<file path="config.mk">
export PLATFORM = sky130hd
export DESIGN_NAME = nvsram_seq
export DESIGN_NICKNAME = d
export VERILOG_FILES = /design/src/rtl/nvsram_seq.sv
export SDC_FILE = /design/constraint.sdc
export NUM_CORES = 1
export LEC_CHECK = 0
export BUFFER_PORTS_ARGS = -buffer_cell sky130_fd_sc_hd__buf_2
export CAP_MARGIN = 20
export CORE_ASPECT_RATIO = 1.5
export CORE_MARGIN = 8
export CORE_UTILIZATION = 56
export DETAILED_ROUTE_END_ITERATION = 6
export GPL_ROUTABILITY_DRIVEN = 1
export PLACE_DENSITY = 0.76
export SLEW_MARGIN = 10
export SYNTH_ARGS = -nofsm -noshare
export SYNTH_HDL_FRONTEND = slang
export SYNTH_SLANG_ARGS = --single-unit
</file>
<file path="constraint.sdc">
create_clock -name clk -period 13.7 [get_ports clk]
set_input_delay 1.37 -clock clk [delete_from_list [all_inputs] [get_ports clk]]
set_output_delay 1.37 -clock clk [all_outputs]
set_load 0.02 [all_outputs]
</file>
<file path="src/rtl/nvsram_seq.sv">
module nvsram_seq #(
  parameter int ADDR_W     = 4,
  parameter int DATA_W     = 8,
  parameter int STORE_CYC  = 20,
  parameter int RECALL_CYC = 12
) (
  input  logic              clk,
  input  logic              rst_n,
  input  logic              vtrig_ok,
  input  logic              vrst_ok,
  input  logic              ce,
  input  logic              wr_en,
  input  logic [ADDR_W-1:0] addr,
  input  logic [DATA_W-1:0] wdata,
  input  logic              sw_req,
  input  logic              sw_op,
  output logic [DATA_W-1:0] rdata,
  output logic              rdata_valid,
  output logic              busy,
  output logic              standby,
  output logic              inhibit
);
  localparam int DEPTH = 1 << ADDR_W;
  localparam int MAXC  = (STORE_CYC > RECALL_CYC) ? STORE_CYC : RECALL_CYC;
  localparam int CW    = $clog2(MAXC + 1);

  typedef enum logic [1:0] {S_IDLE, S_STORE, S_RECALL} st_t;

  st_t               st;
  logic [CW-1:0]     cnt;
  logic              trig_q, armed;
  logic [DATA_W-1:0] sram   [DEPTH];
  logic [DATA_W-1:0] shadow [DEPTH];

  logic trig_ok, pwr_rise, host_ok, sw_go, done, done_ok;

  assign trig_ok  = vtrig_ok & vrst_ok;
  assign inhibit  = ~trig_ok;
  assign busy     = (st != S_IDLE);
  assign standby  = ~ce & ~busy;
  assign pwr_rise = trig_ok & ~trig_q & armed;
  assign host_ok  = ce & ~busy & trig_ok;
  assign sw_go    = sw_req & host_ok & ~pwr_rise;
  assign done     = busy & (cnt == '0);
  assign done_ok  = done & trig_ok;

  always_ff @(posedge clk) begin
    if (!rst_n) begin
      st     <= S_IDLE;
      cnt    <= '0;
      trig_q <= 1'b0;
      armed  <= 1'b1;
    end else begin
      trig_q <= trig_ok;
      if (!vrst_ok)      armed <= 1'b1;
      else if (pwr_rise) armed <= 1'b0;

      if (busy && !trig_ok) st <= S_IDLE;
      else if (done)        st <= S_IDLE;
      else if (busy)        cnt <= cnt - 1'b1;
      else if (pwr_rise) begin
        st  <= S_RECALL;
        cnt <= CW'(RECALL_CYC - 1);
      end else if (sw_go) begin
        st  <= sw_op ? S_RECALL : S_STORE;
        cnt <= sw_op ? CW'(RECALL_CYC - 1) : CW'(STORE_CYC - 1);
      end
    end
  end

  always_ff @(posedge clk) begin
    if (done_ok && st == S_RECALL) begin
      for (int i = 0; i < DEPTH; i++) sram[i] <= shadow[i];
    end else if (host_ok && wr_en) begin
      sram[addr] <= wdata;
    end
  end

  always_ff @(posedge clk) begin
    if (done_ok && st == S_STORE) begin
      for (int i = 0; i < DEPTH; i++) shadow[i] <= sram[i];
    end
  end

  always_ff @(posedge clk) begin
    if (!rst_n) begin
      rdata_valid <= 1'b0;
      rdata       <= '0;
    end else begin
      rdata_valid <= host_ok & ~wr_en;
      rdata       <= (host_ok & ~wr_en) ? sram[addr] : '0;
    end
  end
endmodule

</file>
# ---- Yosys cells after proc, flatten, opt, wreduce, memory -nomap -nowiden
# Memory sizes are Yosys's and may differ from the RTL's. A register that Yosys moved wholly into a read port is not among the register bits.
# Index checks and enable logic that the tools add are counted.
dict set report classes {
  addsub 1
  mul 0
  div_mod_pow 0
  magnitude_cmp 0
  n_eq_ne 2
  shifts 0
  n_mux 17
  bitwise 20
  reduce_logical 16
}
# op n
set ops {}
lappend ops {{two-way mux 5 bit} 4}
lappend ops {{bitwise AND 1 bit} 11}
lappend ops {{NOT 1 bit} 9}
lappend ops {{two-way mux 1 bit} 8}
lappend ops {{two-way mux 8 bit} 1}
lappend ops {{OR reduction 8 bit} 1}
lappend ops {{two-way mux 2 bit} 3}
lappend ops {{AND reduction 2 bit} 3}
lappend ops {{logical NOT 5 bit} 1}
lappend ops {{subtractor 5 x 1 -> 5 bit (second input constant)} 1}
lappend ops {{logical AND 1 bit} 4}
lappend ops {{two-way mux 4 bit} 1}
lappend ops {{nonzero test 2 bit} 2}
lappend ops {{AND reduction 3 bit} 1}
lappend ops {{nonzero test 3 bit} 1}
lappend ops {{OR reduction 3 bit} 1}
lappend ops {{equality test 2 x 1 -> 1 bit (second input constant)} 1}
lappend ops {{equality test 2 bit (second input constant)} 1}
lappend ops {{logical NOT 1 bit} 2}
dict set report word_totals {
  regBits 10
  latchBits 0
  ramBits 256
  mem_bits_ro 0
  output_inout_bits 12
  word_cells 63
  memories 2
}
# name depth word_bits rd rd_clocked_by_memory_dff write_ports line
set mem_list {}
lappend mem_list {shadow 16 8 16 0 16 33} ;# logic [DATA_W-1:0] shadow [DEPTH];
lappend mem_list {sram 16 8 17 1 16 32} ;# logic [DATA_W-1:0] sram [DEPTH];

# ---- Longest topological paths before layout
# Gate-level depths: netlist (run 1).
dict set report logic_depth {
  word_depth 10
  mapped_depth 7
}

# ---- Worst setup path after synthesis (run 1)
# OpenSTA, ideal clock, no wires.
dict set report synth_path {
  path_type {input port to flip-flop}
  startpoint {in vtrig_ok}
  endpoint {mem shadow[0][0] (enable)}
  arrival_ns 13.844
  required_ns 12.770
  setup_slack_ns -1.074
  stages 3
  n_path_buf 0
  cell_sequence {and2_1 > inv_1 > nor4_1}
}
# element line
set synth_rtl {}
lappend synth_rtl {{start, declared} 9} ;# input logic vtrig_ok,
lappend synth_rtl {{end, declared} 33}

==> results of run 1 <==
[power groups by stage]
| stage | registers, mW | clock network (mW) | logic, mW |
|---|---|---|---|
| floorplan | 0.928 | 0 | 0.0376 |
| CTS | 0.911 | 0.641 | 0.0585 |
| global route | 0.911 | 0.669 | 0.0629 |
| global placement | 0.929 | 0 | 0.0570 |
| finish | 0.911 | 0.630 | 0.0586 |
| detailed placement | 0.929 | 0 | 0.0583 |
[worst min path at each step]
stage / cells past startpoint / from / slack (ns) / end
2_1_floorplan: 0 / sram[6][0] / 0.42 / shadow[0][48]
3_3_place_gp: 0 / sram[10][1] / 0.43 / shadow[1][17]
3_5_place_dp: 0 / sram[8][3] / 0.44 / shadow[1][3]
4_1_cts: 0 / sram[11][0] / 0.45 / shadow[1][24]
5_1_grt: 0 / sram[10][7] / 0.46 / shadow[1][23]
6_report: 0 / sram[10][7] / 0.45 / shadow[1][23]
[layer usage]
layer / vias to the layer above / global-route usage
li1: 2466 / -
met1: 2999 / 0.238
met2: 216 / 0.338
met3: 40 / 0.0236
met4: 0 / 0.0705
met5: - / 0
[metrics by stage]
step	hold slack, ns	instances
floorplan	0.421	601
global placement	0.426	866
detailed placement	0.435	866
CTS	0.452	911
global route	0.455	919
finish	0.454	919
[critical path, delay by kind of cell]
family / cells / cell delay (ns)
buffers and inverters: 4 / 1.80
AND/OR/NAND/NOR: 2 / 0.44
[cell families (layout without fill, tap and decap cells)]
logic type	after synthesis	in the layout	synth area share
flops	274	274	0.717
mux	168	168	0.200
simple gates	72	72	0.0415
compound gates	45	45	0.0255
buf+inv	41	99	0.0153
fa+ha+maj	1	1	0.00111
[cells in the mapped netlist (2+ instances only)]
cell      instances  area share
or3_1             4      0.0022
nor2_2            6      0.0033
nor2b_1           9      0.0050
nand3_1           4      0.0018
nor2_4            3      0.0030
nor4_1            2      0.0011
a211oi_1         16       0.011
inv_1            10      0.0033
a21oi_1           6      0.0027
buf_2            11      0.0049
nand2_1          13      0.0043
nor3_1            4      0.0018
nor3_4            3      0.0043
mux2_2          127        0.13
dfxtp_1          18       0.032
o21ai_0          16      0.0071
nand2b_1         10      0.0056
mux2i_1           8      0.0071
edfxtp_1        256        0.68
nor2_1            7      0.0023
mux4_2           32       0.064
clkbuf_1         19      0.0064
[state kept, by name, summed over array words and instances, names as in the netlist]
| register | count |
|---|---|
| sram | 128 |
| shadow | 128 |
| st | 2 |
| rdata | 8 |
| rdata_valid | 1 |
| trig_q | 1 |
| cnt | 5 |
| armed | 1 |
[layout make-up]
class,instances,area [sq um]
Clock buffer,36,677
Clock inverter,9,42.5
Fill cell,1396,7320
Inverter,10,37.5
Multi-Input combinational cell,286,3020
Sequential cell,274,8050
Tap cell,260,325
Timing Repair Buffer,44,233
==> results by group, run 1 <==
Timing
  – Period utilisation layout: 0.261
  – Period minus WS final: roughly 3.6 ns
  – Final-report max-slew violation count: 0
  – Final worst slack: 10.12 ns
  – Worst-Margin Slew: 1.00 ns
  – Worst rel slew slack: 0.333
  – F_max: 279 MHz
  – Clock Skew: 0.0162 ns
  – Hold Vio Cnt, Final: 0
  – Final setup viols: 0
  – RSZ-0062 raised after global routing: no
  – Setup TNS: 0 ns

Clock tree
  – H-Tree Depth: 1
  – Post_cts resized: 0
  – CTS Buf Count: 25
  – Root buffer cell: clkbuf_16
  – Cts hold-fix bufs: 0
  – Clock sink count: about 270
  – Skew-Pair Late Insertion Delay: 0.51 ns
  – CTS tree: yes
  – Setup Fix Bufs, Post-CTS: 0
  – Reg clk slew, reported paths: ~0.060 ns
  – Clock Tree Buf Depth: 3

Detailed routing
  – Routed met2 length: ~13000 um
  – Initial drt markers: just over 500
  – Met3 wire len: roughly 1200 um
  – Routed length per instance: 25.7 um
  – Final wirelength: 23600 um
  – DRT antenna net count: 0
  – Top layer reached by signal wires: met4
  – DRT met1 WL: 9040 um
  – Pre-Repair DR Iteration Count: 5
  – Avg Vias per Cell: 6.23
  – DRC viols: 0
  – Via Count: 5721

Global route
  – Total global routing overflow: 0
  – Total GRT Usage: 0.192
  – Pin count of the biggest net entering global routing: 73
  – Global-route wire length before repair: 36800 um
  – Vias in the first global route: 6009
  – Initial antenna violation count: 0

Final layout
  – Share of cells above drive strength 1: 0.379
  – Finished Cell Area: ~12000 sq um
  – Diodes inserted: 0
  – Util after Layout: 0.628
  – Commonest non-fill, non-tap cell in the layout: edfxtp_1
  – Syn-to-layout area delta: 10.3%
  – Commonest cells after routing, fill and taps aside: edfxtp_1 (256), mux2_2 (127), buf_2 (39), mux4_2 (32), clkbuf_16 (25)
  – Number of nets in the layout: 662

Worst setup path
  – CP peak stage delay: 0.88 ns
  – Setup crit start kind: primary input
  – Setup crit end kind: flip-flop
  – Reg2reg setup slack: 10.22 ns
  – CP startpoint: vtrig_ok
  – Worst Setup EP: shadow[1][16]
  – R2r worst-path depth: 6
  – WS Path Type: primary input to flip-flop
  – Slowest cell on crit path: buf_4
  – Worst R2R End: shadow[1][16]
  – CP most frequent cell: buf_4
  – Arr. time, crit path: 3.70 ns
  – Cell chain of the critical path: buf_2 > and2_1 > inv_1 > nor4_4 > buf_4 > buf_4
  – Data required, critical path: 13.83 ns
  – FF-to-FF Start: cnt[0]
  – Crit Path Max Fanout: 72

Power and ir drop
  – P_sw: approximately 330 uW
  – P per Cell Area: about 130 nW/um^2
  – Reg power frac: 0.570
  – Switching share of power: 0.205
  – Gate power share: 0.037
  – P_leak: just over 4 nW
  – P_int: 1.27 mW
  – Power share of the clock group: 0.394
  – Total Power: roughly 1.6 mW
  – Peak VDD IR: 85.0 uV

Floorplanning
  – Boundary pin count: 32
  – Die Height: 189 um
  – Core Footprint: 19700 sq um
  – Chip width: 132 um
  – Initial Utilization: 0.570
  – Die Footprint: 24900 sq um
  – # rows: 63

Yosys
  – Yosys warning total: 0
  – Async S/R FF share, synth: 0
  – Avg Cell Area, Syn: 18.7 sq um
  – Post-synth EDFFs: approximately 260
  – Seq cells post-synth: between 200 and 300
  – Top FF cell, synth: edfxtp_1
  – Distinct cells, synth: 39
  – Synth Instances: 601
  – Synthesized Nets: 622
  – Post-synthesis sequential area ratio: 0.717
  – Post-synth design cell area: 11200 sq um

Run
  – Max Cap Viol: 0

Placed design
  – Routability congestion estimate: about 0.91
  – DP Area: between 10000 and 15000 sq um
  – Setup WS pre-CTS: around 9.6 ns
  – DP Wirelength: 15300 um
  – # port buffers: 31

Min path
  – HP Class: flip-flop to flip-flop

Run status
  – Status: complete, no violations
(Power assumes the default switching activity.)
==> run 2: changes to the inputs <==
==> constraint.sdc (replaced) <==
create_clock -name clk -period 3.2 [get_ports clk]
set_input_delay 0.32 -clock clk [delete_from_list [all_inputs] [get_ports clk]]
set_output_delay 0.32 -clock clk [all_outputs]
set_load 0.02 [all_outputs]
==> results by group, run 2 (synthesis gave the netlist of run 1 again) <==
Power and ir drop
  – P per Cell Area: between 500 and 600 nW/um^2
  – Peak VDD IR: 450 uV
  – Total Power: 6.97 mW
  – P_leak: 4.09 nW

Worst setup path
  – Crit Path Max Fanout: 9
  – Arr. time, crit path: 2.72 ns
  – Data required, critical path: 3.36 ns
  – Setup crit start kind: flip-flop
  – Slowest cell on crit path: or3_1
  – Reg2reg setup slack: 0.64 ns
  – CP peak stage delay: approximately 0.63 ns
  – Cell chain of the critical path: nand4bb_4 > or3_1 > nor3_4 > nand2b_1
  – CP top delay family: simple AND/OR/NAND/NOR gates
  – WS Path Type: flip-flop to flip-flop
  – Buf/Inv on CP: 0
  – Setup crit end kind: flip-flop

Global route
  – Total global routing overflow: 0
  – Global-route wire length before repair: 36800 um
  – Initial antenna violation count: 1
  – Total GRT Usage: 0.190
  – Pin count of the biggest net entering global routing: 85
  – Vias in the first global route: 6044

Final layout
  – Commonest non-fill, non-tap cell in the layout: edfxtp_1
  – FF/Latch Area: between 8000 and 9000 sq um
  – Multi-input gate area: a little over 3000 sq um
  – Commonest cells after routing, fill and taps aside: edfxtp_1 (256), mux2_2 (127), mux4_2 (32), buf_2 (32), clkbuf_16 (26)
  – Util after Layout: 0.636
  – Top flop regs: shadow x128, sram x128, rdata x8
  – Share of cells above drive strength 1: 0.395
  – Syn-to-layout area delta: 11.6%
  – Fill cells: 1395
  – Diodes inserted: 0
  – Number of nets in the layout: 667

Clock tree
  – Clock Tree Buf Depth: 3
  – Post_cts resized: 0
  – Reg clk slew, reported paths: about 0.060 ns
  – Cts hold-fix bufs: 0
  – Clock sink count: 274
  – H-Tree Depth: 1
  – CTS Buf Count: 24
  – Skew-Pair Late Insertion Delay: around 0.5 ns
  – Setup Fix Bufs, Post-CTS: 0
  – Root buffer cell: clkbuf_16
  – CTS tree: yes

Timing
  – Hold Vio Cnt, Final: 0
  – Final setup viols: 0
  – Clock Skew: 0.0130 ns
  – Period utilisation layout: 0.800
  – Period minus WS final: 2.56 ns
  – Worst-Margin Slew: 0.805 ns
  – RSZ-0062 raised after global routing: no
  – Final-report max-slew violation count: 0
  – Final worst slack: 0.639 ns
  – Worst rel slew slack: 0.463
  – F_max: 391 MHz

Floorplanning
  – Chip width: 132 um
  – Die Height: between 150 and 200 um
  – Initial Utilization: 0.570
  – # rows: 63
  – Boundary pin count: 32
  – Core Footprint: 19700 sq um
  – Die Footprint: 24900 sq um

Placed design
  – Routability congestion estimate: 0.911
  – Setup WS pre-CTS: 0.606 ns
  – DP Wirelength: 14700 um
  – # port buffers: 31

Detailed routing
  – Routed length per instance: 25.2 um
  – DRT antenna net count: 0
  – Via Count: about 5700
  – DRC viols: 0
  – Avg Vias per Cell: 6.18
  – Initial drt markers: 511
  – Pre-Repair DR Iteration Count: 4
  – Final wirelength: roughly 23000 um

Min path
  – HP Class: primary input to flip-flop

Run status
  – Status: complete, no violations

Run
  – Max Cap Viol: 0
==> run 2: changes by cell type in the layout (fill, tap and decap cells not counted), moves of 2 or more <==
cell      previous run  this run
buf_4                5        16
buf_2               39        32
clkbuf_1            10         5
clkbuf_8             1         4
buf_12               0         2
==> run 2: through the flow <==
step	setup TNS (ns)	hold WS [ns]	std cells	cell area (sq um)
2_1_floorplan	-324.30	0.406	601	11300
5_1_grt	0	0.0435	924	12500
3_5_place_dp	0	0.433	879	11800
4_1_cts	0	0.0257	923	12500
6_report	0	0.0490	924	12500
3_3_place_gp	0	0.429	879	11800
==> run 2: worst paths after layout <==
path	startpoint	endpoint	cells after the start
max	st[1]	sram[12][1]	4
min	vrst_ok	armed	2
max reg2reg	st[1]	sram[12][1]	4
min reg2reg	sram[5][6]	shadow[0][46]	0
==> run 2: power by group <==
group	switching, mW	total (mW)	internal (mW)
Clock	1.24	2.81	1.57
Combinational	0.166	0.259	0.0932
Sequential	0.0140	3.90	3.89
==> run 2: cell type report <==
cell class | count | share of cell area
sequential | 274 | 0.643
timing repair buffer | 50 | 0.0256
tap | 260 | 0.0260
multi-input combinational | 286 | 0.242
clock inverter | 9 | 0.00340
inverter | 10 | 0.00300
clock buffer | 35 | 0.0578
==> run 2: per-layer routing <==
layer,share of wire,vias up,wire length [um],track usage
li1,-,2481,-,-
met5,0.00039,-,9,0
met2,0.50,226,11600,0.313
met3,0.062,39,1450,0.0286
met4,0.030,2,690,0.0741
met1,0.41,2961,9540,0.252
